## src/rtl/spi_xfer_pkg.sv

```systemverilog
package spi_xfer_pkg;

  typedef enum logic {
    ENG_IDLE  = 1'b0,
    ENG_SHIFT = 1'b1
  } eng_state_e;

  function automatic int unsigned len_bits(input int unsigned max_len);
    return $clog2(max_len + 1);
  endfunction

endpackage

```

## src/rtl/spi_xfer_cfg.sv

```systemverilog
module spi_xfer_cfg #(
  parameter int unsigned LEN_W   = 6,
  parameter int unsigned MIN_LEN = 4,
  parameter int unsigned MAX_LEN = 32,
  parameter int unsigned RST_LEN = 8
) (
  input  logic             clk,
  input  logic             rst,
  input  logic             wr,
  input  logic             wr_soft,
  input  logic [LEN_W-1:0] wr_len,
  input  logic             wr_ss_en,
  output logic             soft_q,
  output logic [LEN_W-1:0] len_q,
  output logic             ss_en_q
);

  logic [LEN_W-1:0] len_clamped;

  always_comb begin
    if (wr_len < LEN_W'(MIN_LEN))
      len_clamped = LEN_W'(MIN_LEN);
    else if (wr_len > LEN_W'(MAX_LEN))
      len_clamped = LEN_W'(MAX_LEN);
    else
      len_clamped = wr_len;
  end

  always_ff @(posedge clk) begin
    if (rst) begin
      soft_q  <= 1'b1;
      len_q   <= LEN_W'(RST_LEN);
      ss_en_q <= 1'b1;
    end else if (wr) begin
      soft_q  <= wr_soft;
      len_q   <= len_clamped;
      ss_en_q <= wr_ss_en;
    end
  end

endmodule

```

## src/rtl/spi_xfer_fifo.sv

```systemverilog
module spi_xfer_fifo #(
  parameter int unsigned WIDTH = 32,
  parameter int unsigned DEPTH = 4
) (
  input  logic             clk,
  input  logic             rst,
  input  logic             clr,
  input  logic             push,
  input  logic [WIDTH-1:0] wdata,
  input  logic             pop,
  output logic [WIDTH-1:0] rdata,
  output logic             full,
  output logic             empty
);

  localparam int unsigned AW = (DEPTH > 1) ? $clog2(DEPTH) : 1;
  localparam int unsigned CW = $clog2(DEPTH + 1);

  logic [WIDTH-1:0] mem [DEPTH];
  logic [AW-1:0]    wr_ptr, rd_ptr;
  logic [CW-1:0]    count, count_nxt;
  logic             do_push, do_pop;

  assign do_push = push && !full;
  assign do_pop  = pop && !empty;

  always_comb begin
    count_nxt = count;
    if (do_push && !do_pop)
      count_nxt = count + CW'(1);
    else if (do_pop && !do_push)
      count_nxt = count - CW'(1);
  end

  always_ff @(posedge clk) begin
    if (do_push)
      mem[wr_ptr] <= wdata;
  end

  always_ff @(posedge clk) begin
    if (rst || clr) begin
      wr_ptr <= '0;
      rd_ptr <= '0;
      count  <= '0;
      full   <= 1'b0;
      empty  <= 1'b1;
    end else begin
      if (do_push)
        wr_ptr <= (wr_ptr == AW'(DEPTH - 1)) ? '0 : wr_ptr + AW'(1);
      if (do_pop)
        rd_ptr <= (rd_ptr == AW'(DEPTH - 1)) ? '0 : rd_ptr + AW'(1);
      count <= count_nxt;
      full  <= (count_nxt == CW'(DEPTH));
      empty <= (count_nxt == '0);
    end
  end

  assign rdata = mem[rd_ptr];

endmodule

```

## src/rtl/spi_xfer_engine.sv

```systemverilog
module spi_xfer_engine
  import spi_xfer_pkg::*;
#(
  parameter int unsigned DATA_W = 32,
  parameter int unsigned LEN_W  = 6
) (
  input  logic              clk,
  input  logic              rst,
  input  logic              clr,
  input  logic              sclk_en,
  input  logic [LEN_W-1:0]  len,
  input  logic              ss_en,
  input  logic              tx_empty,
  input  logic [DATA_W-1:0] tx_word,
  output logic              tx_pop,
  output logic              rx_push,
  output logic [DATA_W-1:0] rx_word,
  output logic              sclk,
  output logic              mosi,
  output logic              ss_n,
  input  logic              miso
);

  eng_state_e        state_q;
  logic [LEN_W-1:0]  bits_left;
  logic [DATA_W-1:0] tx_sh, rx_sh, tx_aligned;
  logic [LEN_W-1:0]  shamt;
  logic              frame_end, load_go;

  assign shamt      = LEN_W'(DATA_W) - len;
  assign tx_aligned = tx_word << shamt;
  assign frame_end  = (state_q == ENG_SHIFT) && sclk_en && sclk && (bits_left == '0);
  assign load_go    = !clr && !tx_empty && ((state_q == ENG_IDLE) || frame_end);
  assign tx_pop     = load_go;
  assign rx_push    = !clr && frame_end;
  assign rx_word    = rx_sh;

  always_ff @(posedge clk) begin
    if (rst || clr) begin
      state_q   <= ENG_IDLE;
      bits_left <= '0;
      tx_sh     <= '0;
      rx_sh     <= '0;
      sclk      <= 1'b0;
      mosi      <= 1'b0;
      ss_n      <= 1'b1;
    end else if (load_go) begin
      state_q   <= ENG_SHIFT;
      bits_left <= len;
      tx_sh     <= tx_aligned;
      mosi      <= tx_aligned[DATA_W-1];
      rx_sh     <= '0;
      sclk      <= 1'b0;
      ss_n      <= !ss_en;
    end else if (frame_end) begin
      state_q <= ENG_IDLE;
      sclk    <= 1'b0;
      ss_n    <= 1'b1;
    end else if ((state_q == ENG_SHIFT) && sclk_en) begin
      if (!sclk) begin
        sclk      <= 1'b1;
        rx_sh     <= {rx_sh[DATA_W-2:0], miso};
        bits_left <= bits_left - LEN_W'(1);
      end else begin
        sclk  <= 1'b0;
        tx_sh <= {tx_sh[DATA_W-2:0], 1'b0};
        mosi  <= tx_sh[DATA_W-2];
      end
    end
  end

endmodule

```

## src/rtl/spi_xfer_ctrl.sv

```systemverilog
module spi_xfer_ctrl
  import spi_xfer_pkg::*;
#(
  parameter int unsigned DATA_W   = 32,
  parameter int unsigned DEPTH    = 4,
  parameter int unsigned MIN_LEN  = 4,
  parameter int unsigned RST_LEN  = 8,
  parameter int unsigned LEN_W    = 6
) (
  input  logic              clk,
  input  logic              rst,
  input  logic              cfg_wr,
  input  logic              cfg_soft_rst,
  input  logic [LEN_W-1:0]  cfg_len,
  input  logic              cfg_ss_en,
  input  logic              tx_push,
  input  logic [DATA_W-1:0] tx_data,
  output logic              tx_full,
  output logic              tx_empty,
  input  logic              rx_pop,
  output logic [DATA_W-1:0] rx_data,
  output logic              rx_full,
  output logic              rx_empty,
  output logic              rx_ovf,
  input  logic              sclk_en,
  output logic              sclk,
  output logic              mosi,
  input  logic              miso,
  output logic              ss_n
);

  logic              soft_q, ss_en_q;
  logic [LEN_W-1:0]  len_q;
  logic              eng_tx_pop, eng_rx_push;
  logic [DATA_W-1:0] tx_head, eng_rx_word;

  spi_xfer_cfg #(
    .LEN_W  (LEN_W),
    .MIN_LEN(MIN_LEN),
    .MAX_LEN(DATA_W),
    .RST_LEN(RST_LEN)
  ) u_cfg (
    .clk     (clk),
    .rst     (rst),
    .wr      (cfg_wr),
    .wr_soft (cfg_soft_rst),
    .wr_len  (cfg_len),
    .wr_ss_en(cfg_ss_en),
    .soft_q  (soft_q),
    .len_q   (len_q),
    .ss_en_q (ss_en_q)
  );

  spi_xfer_fifo #(.WIDTH(DATA_W), .DEPTH(DEPTH)) u_txq (
    .clk  (clk),
    .rst  (rst),
    .clr  (soft_q),
    .push (tx_push && !soft_q),
    .wdata(tx_data),
    .pop  (eng_tx_pop),
    .rdata(tx_head),
    .full (tx_full),
    .empty(tx_empty)
  );

  spi_xfer_fifo #(.WIDTH(DATA_W), .DEPTH(DEPTH)) u_rxq (
    .clk  (clk),
    .rst  (rst),
    .clr  (soft_q),
    .push (eng_rx_push),
    .wdata(eng_rx_word),
    .pop  (rx_pop && !soft_q),
    .rdata(rx_data),
    .full (rx_full),
    .empty(rx_empty)
  );

  spi_xfer_engine #(.DATA_W(DATA_W), .LEN_W(LEN_W)) u_eng (
    .clk     (clk),
    .rst     (rst),
    .clr     (soft_q),
    .sclk_en (sclk_en),
    .len     (len_q),
    .ss_en   (ss_en_q),
    .tx_empty(tx_empty),
    .tx_word (tx_head),
    .tx_pop  (eng_tx_pop),
    .rx_push (eng_rx_push),
    .rx_word (eng_rx_word),
    .sclk    (sclk),
    .mosi    (mosi),
    .ss_n    (ss_n),
    .miso    (miso)
  );

  always_ff @(posedge clk) begin
    if (rst || soft_q)
      rx_ovf <= 1'b0;
    else if (eng_rx_push && rx_full)
      rx_ovf <= 1'b1;
  end

endmodule

```

## config.mk

```make
export PLATFORM = sky130hd
export DESIGN_NAME = spi_xfer_ctrl
export DESIGN_NICKNAME = d
export VERILOG_FILES = /design/src/rtl/spi_xfer_pkg.sv /design/src/rtl/spi_xfer_cfg.sv /design/src/rtl/spi_xfer_fifo.sv /design/src/rtl/spi_xfer_engine.sv /design/src/rtl/spi_xfer_ctrl.sv
export SDC_FILE = /design/constraint.sdc
export NUM_CORES = 1
export LEC_CHECK = 0
export ABC_AREA = 1
export BUFFER_PORTS_ARGS = -buffer_cell sky130_fd_sc_hd__buf_2
export CAP_MARGIN = 5
export CORE_MARGIN = 2
export CORE_UTILIZATION = 31
export CTS_CLUSTER_DIAMETER = 30
export DETAILED_ROUTE_END_ITERATION = 16
export PLACE_DENSITY = 0.48
export SYNTH_ARGS = -nofsm -noshare
export SYNTH_HDL_FRONTEND = slang
export SYNTH_HIERARCHICAL = 1
export SYNTH_SLANG_ARGS = --single-unit
```

## constraint.sdc

```tcl
create_clock -name clk -period 2.87 [get_ports clk]
set_input_delay 0.4305 -clock clk [delete_from_list [all_inputs] [get_ports clk]]
set_output_delay 0.4305 -clock clk [all_outputs]
set_load 0.02 [all_outputs]
```

-- Word-level counts from Yosys, hierarchy flattened
Memories as Yosys holds them, arrays and structs flattened. A register that Yosys moved wholly into a read port is not among the register bits.
Index checks and enable logic that the tools add are counted.
- register bits after elaboration: 100
- bits in writable memories: 256
- input bits: 47
- output and inout port bits: 40
- memories: 2
- memory list (memory ; words ; bits a word ; read ports ; clocked after memory_dff ; wr ports ; line ; text):
    u_rxq.mem ; 4 ; 32 ; 1 ; 1 ; 1 ; spi_xfer_fifo.sv:19 ; logic [WIDTH-1:0] mem [DEPTH];
    u_txq.mem ; 4 ; 32 ; 1 ; 1 ; 1 ; spi_xfer_fifo.sv:19 ;
- add/subtract/negate cells: 10
- magnitude comparators: 2
- equality and inequality tests: 8
- shifts and indexed selects: 1
- multiplexer cells: 35
- bitwise gates (word level): 3
- reductions and logical operators: 40
- operators by type and width (cell ; number):
    $mux W31 ; 4
    $mux W6 ; 6
    $shl A32 B6 Y32 ; 1
    $logic_and A1 B1 Y1 ; 17
    $mux W2 ; 8
    $mux W1 ; 13
    $mux W3 ; 4
    $logic_not A1 Y1 ; 10
    $reduce_and A3 Y1 ; 3
    $add A2 B1 Y2 const B ; 4
    $eq A2 B2 Y1 const B ; 4
    $add A3 B1 Y3 const B ; 2
    $eq A3 B3 Y1 const B ; 2
    $gt A6 B6 Y1 const B ; 1
    $logic_not A3 Y1 ; 2
    $logic_not A6 Y1 ; 1
    $lt A6 B3 Y1 const B ; 1
    $reduce_bool A2 Y1 ; 3
    $sub A3 B1 Y3 const B ; 2
    $sub A6 B1 Y6 const B ; 1
    $sub A6 B6 Y6 const A ; 1
    $ne A2 B2 Y1 const B ; 2
    $not A1 Y1 ; 3
    $reduce_or A3 Y1 ; 1
    2 further kinds ; 3

-- Depth between registers and ports, before layout
Gate-level depths: netlist of the first run.
- depth in word-level cells: 10
- gate-level depth with buffers: 18

-- Cells and area by module
The synthesis of the first run kept the hierarchy.
- modules (own cells, without submodules) (module ; instances ; cells an instance ; area an instance (sq um) ; sequential area each (sq um)):
    spi_xfer_fifo ; 2 ; 390 ; 5317.6 ; 4063.9
    spi_xfer_engine ; 1 ; 775 ; 4665.7 ; 1461.4
    spi_xfer_cfg ; 1 ; 43 ; 325.3 ; 160.2
    spi_xfer_ctrl ; 1 ; 11 ; 57.6 ; 20.0

-- Worst setup path after synthesis of the first run
Ideal clock, no wire load.
- path kind: register -> register
- from: register u_eng.sclk
- to: memory u_rxq.mem[0][0] (enable)
- setup time: 421 ps
- arrival: 2570 ps
- data required time: 2449 ps
- path slack: -121 ps
- stages on the path, launching flop included: 7
- buffers on the path: 0
- clock period less this slack: 2991 ps
- path through: dfxtp_1 > inv_1 > nor2_2 > nand4_2 > nor2_1 > nand2_4 > nor2_1
- cells in the longest elaborated chain, start to end: 6
- RTL lines (item ; line ; text):
    from (decl) ; spi_xfer_engine.sv:18 ; output logic sclk,
    from (signal assigned) ; spi_xfer_engine.sv:44 ; sclk <= 1'b0;
    from (signal assigned) ; spi_xfer_engine.sv:53 ; sclk <= 1'b0;
    from (signal assigned) ; spi_xfer_engine.sv:57 ; sclk <= 1'b0;
    $logic_and A1 B1 Y1 (2 in a row) ; spi_xfer_engine.sv:32 ; assign frame_end = (state_q == ENG_SHIFT) && sclk_en && sclk && (bits_left == '0);
    $logic_and A1 B1 Y1 ; spi_xfer_engine.sv:35 ; assign rx_push = !clr && frame_end;
    via eng_rx_push ; spi_xfer_ctrl.sv:34 ; logic eng_tx_pop, eng_rx_push;
    $logic_and A1 B1 Y1 ; spi_xfer_fifo.sv:24 ; assign do_push = push && !full;
    $mux W1 ; spi_xfer_fifo.sv:36 ; if (do_push)
    $mux W1 (not written as such) ; spi_xfer_fifo.sv:37 ; mem[wr_ptr] <= wdata;
    to (decl) ; spi_xfer_fifo.sv:19 ;
The timed path passes the listed nets, and every way through them passes these cells.

==> summary.txt, run 1 <==
Power
  – Peak supply drop: 0.4548 mV
  – Pwr Density: 775.4 nW/µm²
  – Lkg Pwr: 7.266 nW

Yosys
  – Ys Warns: 6
  – Syn_nets: 1673
  – Cell variety after synth: 36
  – Post-synth top cells: nand2_1 (324), edfxtp_1 (256), o21ai_0 (183)
  – Netlist Area Pre-Place: 15680 µm²
  – Async SR Flop Fraction: 0%
  – #FFs+latches synth: 360
  – Post-synth top area share: 49.01%
  – Most frequent cell after synthesis: nand2_1
  – Ys flop type: edfxtp_1
  – Synthesized area per cell: 9.748 µm²
  – Post-synth EDFFs: 256
  – Synth top area cells: edfxtp_1 (49%), dfxtp_1 (13%), nand2_1 (7.8%), o21ai_0 (5.8%), nand3_1 (5.2%)
  – Mapped Cells: 1609
  – Area leader, netlist: edfxtp_1
  – Sequential cell area fraction in the yosys report: 62.29%

Setup path
  – Worst Path Required: 2.44 ns
  – CP Class: reg2out
  – Worst reg2reg path depth: 14
  – Critical path peak fanout: 64
  – Worst path arrival time: 2.27 ns
  – Startpoint Class: flip-flop
  – Kind of end point of the critical path: output port
  – Worst R2R Setup Slack: 0.55 ns
  – Worst R2R End: u_eng/tx_sh[29]

Floorplan
  – Core ar.: 50070 µm²
  – Die height: 228.9 µm
  – Num rows: 82
  – Io pins: 87
  – Starting Density: 31.32%
  – Die ar.: 52410 µm²
  – Die X: 228.9 µm

Timing
  – Fin. Hold Viols: 0
  – RSZ-0062 raised after global routing: no
  – Clk_skew: 0.02976 ns
  – Max frequency: 0.3697 GHz
  – Setup-failing EPs final: 0
  – Max Slew Vio Count: 0
  – Slew @ Worst Pin: 0.6740 ns
  – Final min period: 2.705 ns
  – Relative slew slack: 55.07%
  – Final Cycle Share: 94.24%

Run
  – Max-cap violations: 0

Clock tree
  – CTS tree: done
  – Number of setup buffers added after CTS: 0
  – Clock latency on the worst-skew pair: 0.61 ns
  – Max H-tree Level: 3
  – CTS Buf Count: 81
  – Root Buffer: clkbuf_16
  – Clk buf depth: 3
  – Hold buffer count at cts: 0
  – Clk slew on worst S/H paths: 0.04 ns
  – Cts repair resizes: 0
  – CTS sink count: 360

Drt
  – Wirelength, routed: 40160 µm
  – Drt via density: 4.796
  – # DRC: 0
  – Vias: 11820
  – DR iter-0 viols: 661
  – DRT Pass-1 Iters: 7
  – Avg WL per Cell: 16.30 µm
  – Antenna viol nets, final: 0

GRT
  – Tot GR Track Use: 15.52%
  – Largest net degree at the start of global routing: 65
  – Initial antenna violation count: 1
  – Vias in the first global route: 11770
  – First-pass GRT wire length: 64720 µm
  – Grt total ovfl: 0

Layout
  – Post-route cell area: 19730 µm²
  – Seq. cell area: 9772 µm²
  – Filler Cell Count: 4976
  – Fin nets: 1788
  – Area of the multi-input gates: 5224 µm²
  – Fin cells: 2464
  – Share of cells above drive strength 1: 17.31%
  – Syn-to-layout area delta: 25.81%

Worst hold path
  – Hold Path End: u_txq/mem[1][15]
  – Class of the worst hold path: in2reg
  – Critical hold path startpoint: tx_data[15]
  – Hold path depth: 1

Place
  – Routability cong.: 0.8233
  – Placed inst area: 16940 µm²
  – Post-DP HPWL: 24980 µm
  – Number of port buffers: 86
  – Placed insts: 2313

Run status
  – Status: finished, final reports clean
[through the flow]
step	power (mW)	hold WS, ns	setup slack [ns]	TNS (ns)	util, %
after floorplan	6.091	0.4294	-0.1212	-15.52	-
after global placement	6.287	0.4797	0.4563	0	33.83
after detailed placement	6.285	0.4818	0.4640	0	33.83
after CTS	15.50	0.01039	0.1146	0	39.40
after global routing	15.88	0.02110	0.01376	0	39.40
final	15.30	0.04328	0.1652	0	39.41
[worst max-delay path: stages, from the launching register on]
cell	delay, ns
dfxtp_2	0.35
buf_4	0.55
o21ai_0	0.19
o22ai_1	0.33
buf_2	0.24
[final cells by class]
| class | count | area share (%) |
|---|---|---|
| Timing Repair Buffer | 123 | 4.033 |
| Tap cell | 672 | 4.261 |
| Antenna cell | 1 | 0.01268 |
| Multi-Input combinational cell | 1078 | 26.47 |
| Sequential cell | 360 | 49.52 |
| Clock buffer | 93 | 10.72 |
| Clock inverter | 57 | 3.418 |
| Inverter | 80 | 1.560 |
[layout by cell type (no fill, tap or decap), drive strengths merged]
| master | netlist | final |
|---|---|---|
| nand2 | 333 | 333 |
| clkbuf | 39 | 93 |
| o22ai | 66 | 66 |
| diode | 0 | 1 |
| nand3b | 4 | 4 |
| clkinv | 1 | 32 |
| o21ai | 203 | 203 |
| bufinv | 0 | 7 |
| o211ai | 1 | 1 |
| nand3 | 164 | 164 |
| xnor2 | 3 | 3 |
| inv | 79 | 84 |
| clkinvlp | 0 | 14 |
| ha | 17 | 17 |
| nor2 | 187 | 187 |
| o211a | 4 | 4 |
| a211oi | 2 | 2 |
| edfxtp | 256 | 256 |
| nand4 | 3 | 3 |
| nor3 | 1 | 1 |
| xor2 | 4 | 4 |
| a21oi | 86 | 86 |
| dfxtp | 104 | 104 |
| buf | 52 | 123 |
[sequential cells by signal, summed over array words and instances, names as in the netlist, 2 cells and up, named ones only]
name	cells
u_txq/wr_ptr	2
u_eng/tx_sh	31
u_eng/rx_word	32
u_rxq/mem	128
u_txq/mem	128
u_txq/count	3
u_eng/bits_left	6
u_rxq/count	3
u_cfg/len_q	6
u_rxq/rd_ptr	2
u_rxq/wr_ptr	2
u_txq/rd_ptr	2
[cells by family after synthesis]
| kind of cell | after synthesis | synth area share, % |
|---|---|---|
| AO/OA/AOI/OAI | 362 | 12.30 |
| XOR/XNOR | 7 | 0.3909 |
| adder cells (fa/ha/maj) | 17 | 1.356 |
| buffers and inverters | 171 | 4.898 |
| flip-flops | 360 | 62.29 |
| AND/OR/NAND/NOR | 692 | 18.76 |
[where the power goes]
part / switching (mW) / internal [mW]
Sequential: 0.0146 / 5.57
Combinational: 0.432 / 0.174
Clock: 3.10 / 6.01
[metal layers]
metal,routed length [µm],global-route usage (%),up-vias
met1,18090,19.95,5606
li1,-,-,5868
met3,2149,3.780,74
met4,978,5.966,0
met5,0,0,-
met2,18940,25.22,270
[worst max path at each step]
stage / end / start / slack, ns
2_1_floorplan: u_rxq/mem[0][0] / u_eng/sclk / -0.12
3_3_place_gp: u_eng/tx_sh[1] / sclk_en / 0.46
3_5_place_dp: u_rxq/mem[3][2] / sclk_en / 0.46
4_1_cts: rx_data[8] / flip-flop / 0.11
5_1_grt: rx_data[7] / flip-flop / 0.01
6_report: rx_data[7] / flip-flop / 0.17
No activity file was read; power rests on OpenSTA's default activity.
==> inputs of run 2 (changes only) <==
--- a/config.mk
+++ b/config.mk
@@ -15,5 +15,4 @@
 export PLACE_DENSITY = 0.48
 export SYNTH_ARGS = -nofsm -noshare
 export SYNTH_HDL_FRONTEND = slang
-export SYNTH_HIERARCHICAL = 1
 export SYNTH_SLANG_ARGS = --single-unit
==> summary.txt, run 2 <==
Place
  – Number of port buffers: 86
  – Routability cong.: 0.8867
  – Placed inst area: 16920 µm²
  – Post-DP HPWL: 24380 µm
  – Placed insts: 2296

Yosys
  – Area leader, netlist: edfxtp_1
  – Cell variety after synth: 43
  – Ys Warns: 0
  – Post-synth top cells: nand2_1 (358), nand3_1 (294), edfxtp_1 (256)
  – Most frequent cell after synthesis: nand2_1
  – Post-synth EDFFs: 256
  – Syn_nets: 1659
  – Netlist Area Pre-Place: 15580 µm²
  – Mapped Cells: 1595
  – Synth top area cells: edfxtp_1 (49%), dfxtp_1 (13%), nand3_1 (9.4%), nand2_1 (8.6%), o21ai_0 (4.5%)
  – Async SR Flop Fraction: 0%
  – Ys flop type: edfxtp_1
  – Sequential cell area fraction in the yosys report: 62.71%
  – Synthesized area per cell: 9.766 µm²
  – #FFs+latches synth: 360
  – Post-synth top area share: 49.35%

Setup path
  – CP cell instances: buf_4 > o21ai_0 > o22ai_1 > buf_2
  – Worst Path Required: 2.44 ns
  – Kind of end point of the critical path: output port
  – Critical path peak fanout: 64
  – Startpoint Class: flip-flop
  – Slowest stage delay, CP: 0.54 ns
  – CP Class: reg2out
  – Worst path arrival time: 2.25 ns
  – Slowest CP cell: buf_4

Drt
  – # DRC: 0
  – Avg WL per Cell: 16.38 µm
  – DRT Pass-1 Iters: 7
  – Antenna viol nets, final: 0
  – Vias: 12010
  – Drt via density: 4.882
  – Wirelength, routed: 40320 µm
  – DR iter-0 viols: 737

Timing
  – Fin. Hold Viols: 0
  – Setup TNS: 0 ns
  – Slew @ Worst Pin: 0.7490 ns
  – Max frequency: 0.3730 GHz
  – Clk_skew: 0.03281 ns
  – Final Cycle Share: 93.40%
  – RSZ-0062 raised after global routing: no
  – Setup-failing EPs final: 0
  – Final min period: 2.681 ns
  – Max Slew Vio Count: 0
  – Final hold slack: 0.03817 ns
  – Relative slew slack: 49.99%

Clock tree
  – Clk slew on worst S/H paths: 0.05 ns
  – Clock latency on the worst-skew pair: 0.61 ns
  – CTS sink count: 360
  – CTS tree: done
  – CTS Buf Count: 85
  – Clk buf depth: 3
  – Root Buffer: clkbuf_16
  – Max H-tree Level: 3

Run status
  – Status: finished, final reports clean

Layout
  – Filler Cell Count: 4892
  – Syn-to-layout area delta: 28.70%
  – Post-route cell area: 20050 µm²
  – Fin nets: 1781
  – Most common cell after layout, fill and taps aside: nand2_1
  – Share of cells above drive strength 1: 16.43%
  – Fin cells: 2461
  – ANT cells: 0
  – Most frequent cells in the layout: nand2_1 (358), nand3_1 (294), edfxtp_1 (256)

Floorplan
  – Die X: 228.2 µm
  – Starting Density: 31.24%
  – Die height: 228.2 µm
  – Io pins: 87
  – Die ar.: 52060 µm²
  – Num rows: 82
  – Core ar.: 49860 µm²

GRT
  – Largest net degree at the start of global routing: 65
  – First-pass GRT wire length: 64970 µm
  – Tot GR Track Use: 15.68%
  – Initial antenna violation count: 0
  – Grt total ovfl: 0
  – Vias in the first global route: 11800

Power
  – Post-layout power: 16.30 mW
  – Peak supply drop: 0.4847 mV
  – Lkg Pwr: 7.381 nW
  – Pwr Density: 812.8 nW/µm²

Run
  – Max-cap violations: 0

Worst hold path
  – Class of the worst hold path: in2reg
run 2: cell count changes in the layout (fill, tap and decap cells not counted), sizes merged, moves of 4 or more:
cell / previous run / this run
a21oi: 86 / 77
bufinv: 7 / 14
clkbuf: 93 / 102
clkinvlp: 14 / 4
dlygate4sd3: 0 / 6
inv: 84 / 67
nand2: 333 / 362
nand3: 164 / 294
nand3b: 4 / 0
nor2: 187 / 116
o21ai: 203 / 143
o22ai: 66 / 34
run 2: cells by family (layout without fill, tap and decap cells):
family,after synthesis,after routing,synth area share [%]
adder cells (fa/ha/maj),17,17,1.365
AND/OR/NAND/NOR,781,781,21.64
buffers and inverters,153,347,4.080
AO/OA/AOI/OAI,271,271,9.301
XOR/XNOR,13,13,0.8996
flip-flops,360,360,62.71
run 2: final cells by class:
class                           instances  area (µm²)  area share (%)
Clock inverter                         57       777.0           3.876
Timing Repair Buffer                  128       910.9           4.543
Tap cell                              672       840.8           4.194
Clock buffer                          102        2283           11.39
Inverter                               60       234.0           1.167
Multi-Input combinational cell       1082        5230           26.09
Sequential cell                       360        9772           48.74
run 2: where the power goes:
part           internal [mW]  switching (mW)
registers               5.57          0.0102
logic                  0.189           0.446
clock network           6.97            3.11
total                   12.7            3.56
run 2: metrics by stage:
stage	setup WS, ns	util, %
2_1_floorplan	-0.01032	-
3_3_place_gp	0.5051	33.94
3_5_place_dp	0.5577	33.94
4_1_cts	0.1183	40.20
5_1_grt	0.04716	40.21
6_report	0.1893	40.21
run 2: what timing repair did:
item	CTS	global route
hold buffers	6	0
hold endpoints to repair	17	0
resized for setup	0	1
buffers inserted	0	0
setup endpoints to repair	0	5
run 2: path summary, 6_finish.rpt:
check	from	endpoint	slack (ns)	cells past startpoint
hold reg to reg	u_cfg.ss_en_q	u_cfg.ss_en_q	0.46	2
hold / removal	tx_data[10]	u_txq.mem[1][10]	0.04	1
setup reg to reg	u_eng.bits_left[0]	u_rxq.empty	0.57	10
setup / recovery	flip-flop	rx_data[25]	0.19	4
run 2: per-layer routing:
layer | global-route usage [%] | part of all wire (%) | up-vias
met3 | 3.488 | 4.9 | 71
met4 | 5.882 | 1.9 | 0
li1 | - | - | 5883
met1 | 19.54 | 44 | 5760
met5 | 0 | 0 | -
met2 | 26.57 | 49 | 300
run 2: critical path, delay by kind of cell (launching register included):
family                 cells  cell delay (ns)
AO/OA/AOI/OAI              2             0.49
flip-flops                 1             0.35
buffers and inverters      2             0.77
==> inputs of run 3 (changes only) <==
--- a/config.mk
+++ b/config.mk
@@ -5,7 +5,6 @@
 export SDC_FILE = /design/constraint.sdc
 export NUM_CORES = 1
 export LEC_CHECK = 0
-export ABC_AREA = 1
 export BUFFER_PORTS_ARGS = -buffer_cell sky130_fd_sc_hd__buf_2
 export CAP_MARGIN = 5
 export CORE_MARGIN = 2
==> summary.txt, run 3 <==
Timing
  – Slew @ Worst Pin: 0.7442 ns
  – Relative slew slack: 50.03%
  – Setup-failing EPs final: 0
  – Post-route setup slack: 0.2403 ns
  – Setup TNS: 0 ns
  – Fin. Hold Viols: 0
  – Final min period: 2.630 ns
  – RSZ-0062 raised after global routing: no
  – Clk_skew: 0.03192 ns
  – Final Cycle Share: 91.63%
  – Max frequency: 0.3803 GHz
  – Max Slew Vio Count: 0

Drt
  – DRT Pass-1 Iters: 5
  – Wirelength, routed: 37930 µm
  – # DRC: 0
  – Drt via density: 4.895
  – Antenna viol nets, final: 0
  – Vias: 9776
  – DR iter-0 viols: 551
  – Avg WL per Cell: 18.99 µm

Yosys
  – Synth top area cells: edfxtp_1 (50%), dfxtp_1 (13%), mux4_2 (11%), mux2i_1 (2.8%), nand2_1 (2.8%)
  – Ys flop type: edfxtp_1
  – Mapped Cells: 1100
  – #FFs+latches synth: 360
  – Netlist Area Pre-Place: 15450 µm²
  – Most frequent cell after synthesis: edfxtp_1
  – Ys Warns: 0
  – Post-synth top cells: edfxtp_1 (256), nand2_1 (114), dfxtp_1 (104)
  – Post-synth EDFFs: 256
  – Syn_nets: 1164
  – Synthesized area per cell: 14.05 µm²
  – Async SR Flop Fraction: 0%
  – Post-synth top area share: 49.75%
  – Sequential cell area fraction in the yosys report: 63.23%
  – Cell variety after synth: 67
  – Area leader, netlist: edfxtp_1

Setup path
  – CP Buf/Inv Count: 1
  – Worst Path Required: 3.35 ns
  – Slowest CP cell: mux4_2
  – CP cell instances: buf_12 > mux4_2 > mux2_2 > mux4_2 > a32oi_1 > nor2_1 > o221a_1
  – Top delay family on crit path: multiplexers
  – Critical Path Most Common Cell: mux4_2
  – Worst path arrival time: 3.11 ns
  – Kind of end point of the critical path: flip-flop
  – CP Class: reg2reg
  – Slowest stage delay, CP: 0.56 ns
  – Critical path peak fanout: 27
  – Startpoint Class: flip-flop

Layout
  – Share of cells above drive strength 1: 30.13%
  – Syn-to-layout area delta: 30.11%
  – Most frequent cells in the layout: edfxtp_1 (256), nand2_1 (114), dfxtp_1 (102)
  – Most common cell after layout, fill and taps aside: edfxtp_1
  – Fin nets: 1325
  – Finished Core Util: 40.98%

Place
  – Routability cong.: 0.8718
  – Number of port buffers: 86
  – Post-place setup slack: 0.1937 ns
  – Post-DP HPWL: 24100 µm

Floorplan
  – Starting Density: 31.50%
  – Num rows: 81
  – Die height: 227.3 µm
  – Die X: 227.3 µm
  – Io pins: 87
  – Core ar.: 49050 µm²
  – Die ar.: 51640 µm²

Clock tree
  – Clock latency on the worst-skew pair: 0.62 ns
  – Number of setup buffers added after CTS: 0
  – Clk buf depth: 3
  – Max H-tree Level: 3
  – CTS tree: done
  – Root Buffer: clkbuf_16
  – CTS sink count: 360
  – Clk slew on worst S/H paths: 0.05 ns
  – CTS Buf Count: 84

Worst hold path
  – Class of the worst hold path: in2reg
  – Critical hold path startpoint: tx_data[21]

GRT
  – First-pass GRT wire length: 59480 µm
  – Grt total ovfl: 0
  – Initial antenna violation count: 1
  – Tot GR Track Use: 15.14%
  – Largest net degree at the start of global routing: 36
  – Vias in the first global route: 10260

Power
  – Lkg Pwr: 7.368 nW
  – Peak supply drop: 0.5886 mV
  – Pwr Density: 791.8 nW/µm²

Run
  – Max-cap violations: 0

Run status
  – Status: finished, final reports clean
## run 3: logic make-up after synthesis
family | after synthesis | synth area share (%)
DFF | 360 | 63.23
AOI/OAI and AO/OA | 224 | 8.997
muxes | 145 | 15.83
buffers and inverters | 91 | 2.470
and+or+nand+nor | 244 | 6.997
adders and majority gates | 20 | 1.571
xor gates and xnor gates | 16 | 0.9069
## run 3: power by group
| group | switching (mW) | internal (mW) |
|---|---|---|
| registers | 0.0191 | 5.58 |
| clock network | 3.00 | 6.67 |
| logic | 0.401 | 0.260 |
| total | 3.42 | 12.5 |
## run 3: metrics by stage
step / area (µm²) / instances / power, mW / hold slack [ns]
floorplan: 15500 / 1100 / 6.067 / 0.4419
global placement: 17130 / 1838 / 6.342 / 0.4555
detailed placement: 17130 / 1838 / 6.339 / 0.4559
CTS: 20090 / 1995 / 16.11 / 0.0005668
global route: 20100 / 1995 / 16.45 / 0.008104
finish: 20100 / 1997 / 15.92 / 0.03993
## run 3: path summary, 6_finish.rpt
check                                         to  slack, ns  depth (start not counted)
worst max-delay path             u_eng.tx_sh[30]       0.24                          7
worst min-delay path            u_txq.mem[0][21]       0.04                          1
worst max register to register   u_eng.tx_sh[30]       0.24                          7
worst min register to register            rx_ovf       0.46                          2
## run 3: layer usage
metal	up-vias	GRT usage, %	wire length (µm)
met5	-	0	0
met4	0	5.123	733
met2	223	25.52	18800
li1	4610	-	-
met1	4886	18.90	16730
met3	57	3.898	1672
## run 3: final cells by class
type / count / area, µm²
well taps: 664 / 830.8
diodes: 2 / 5.005
clock buffers: 103 / 2253
multi-input cells: 649 / 5370
inverters: 19 / 71.32
fillers: 4586 / 28950
clock inverters: 53 / 696.9
flip-flops and latches: 360 / 9772
repair buffers: 147 / 1104
## run 3: repair_timing
item	4_1_cts	5_1_grt
gates resized for setup	0	2
setup endpoints to repair	0	5
endpoints found under the hold margin	4	0
hold buffers	1	0
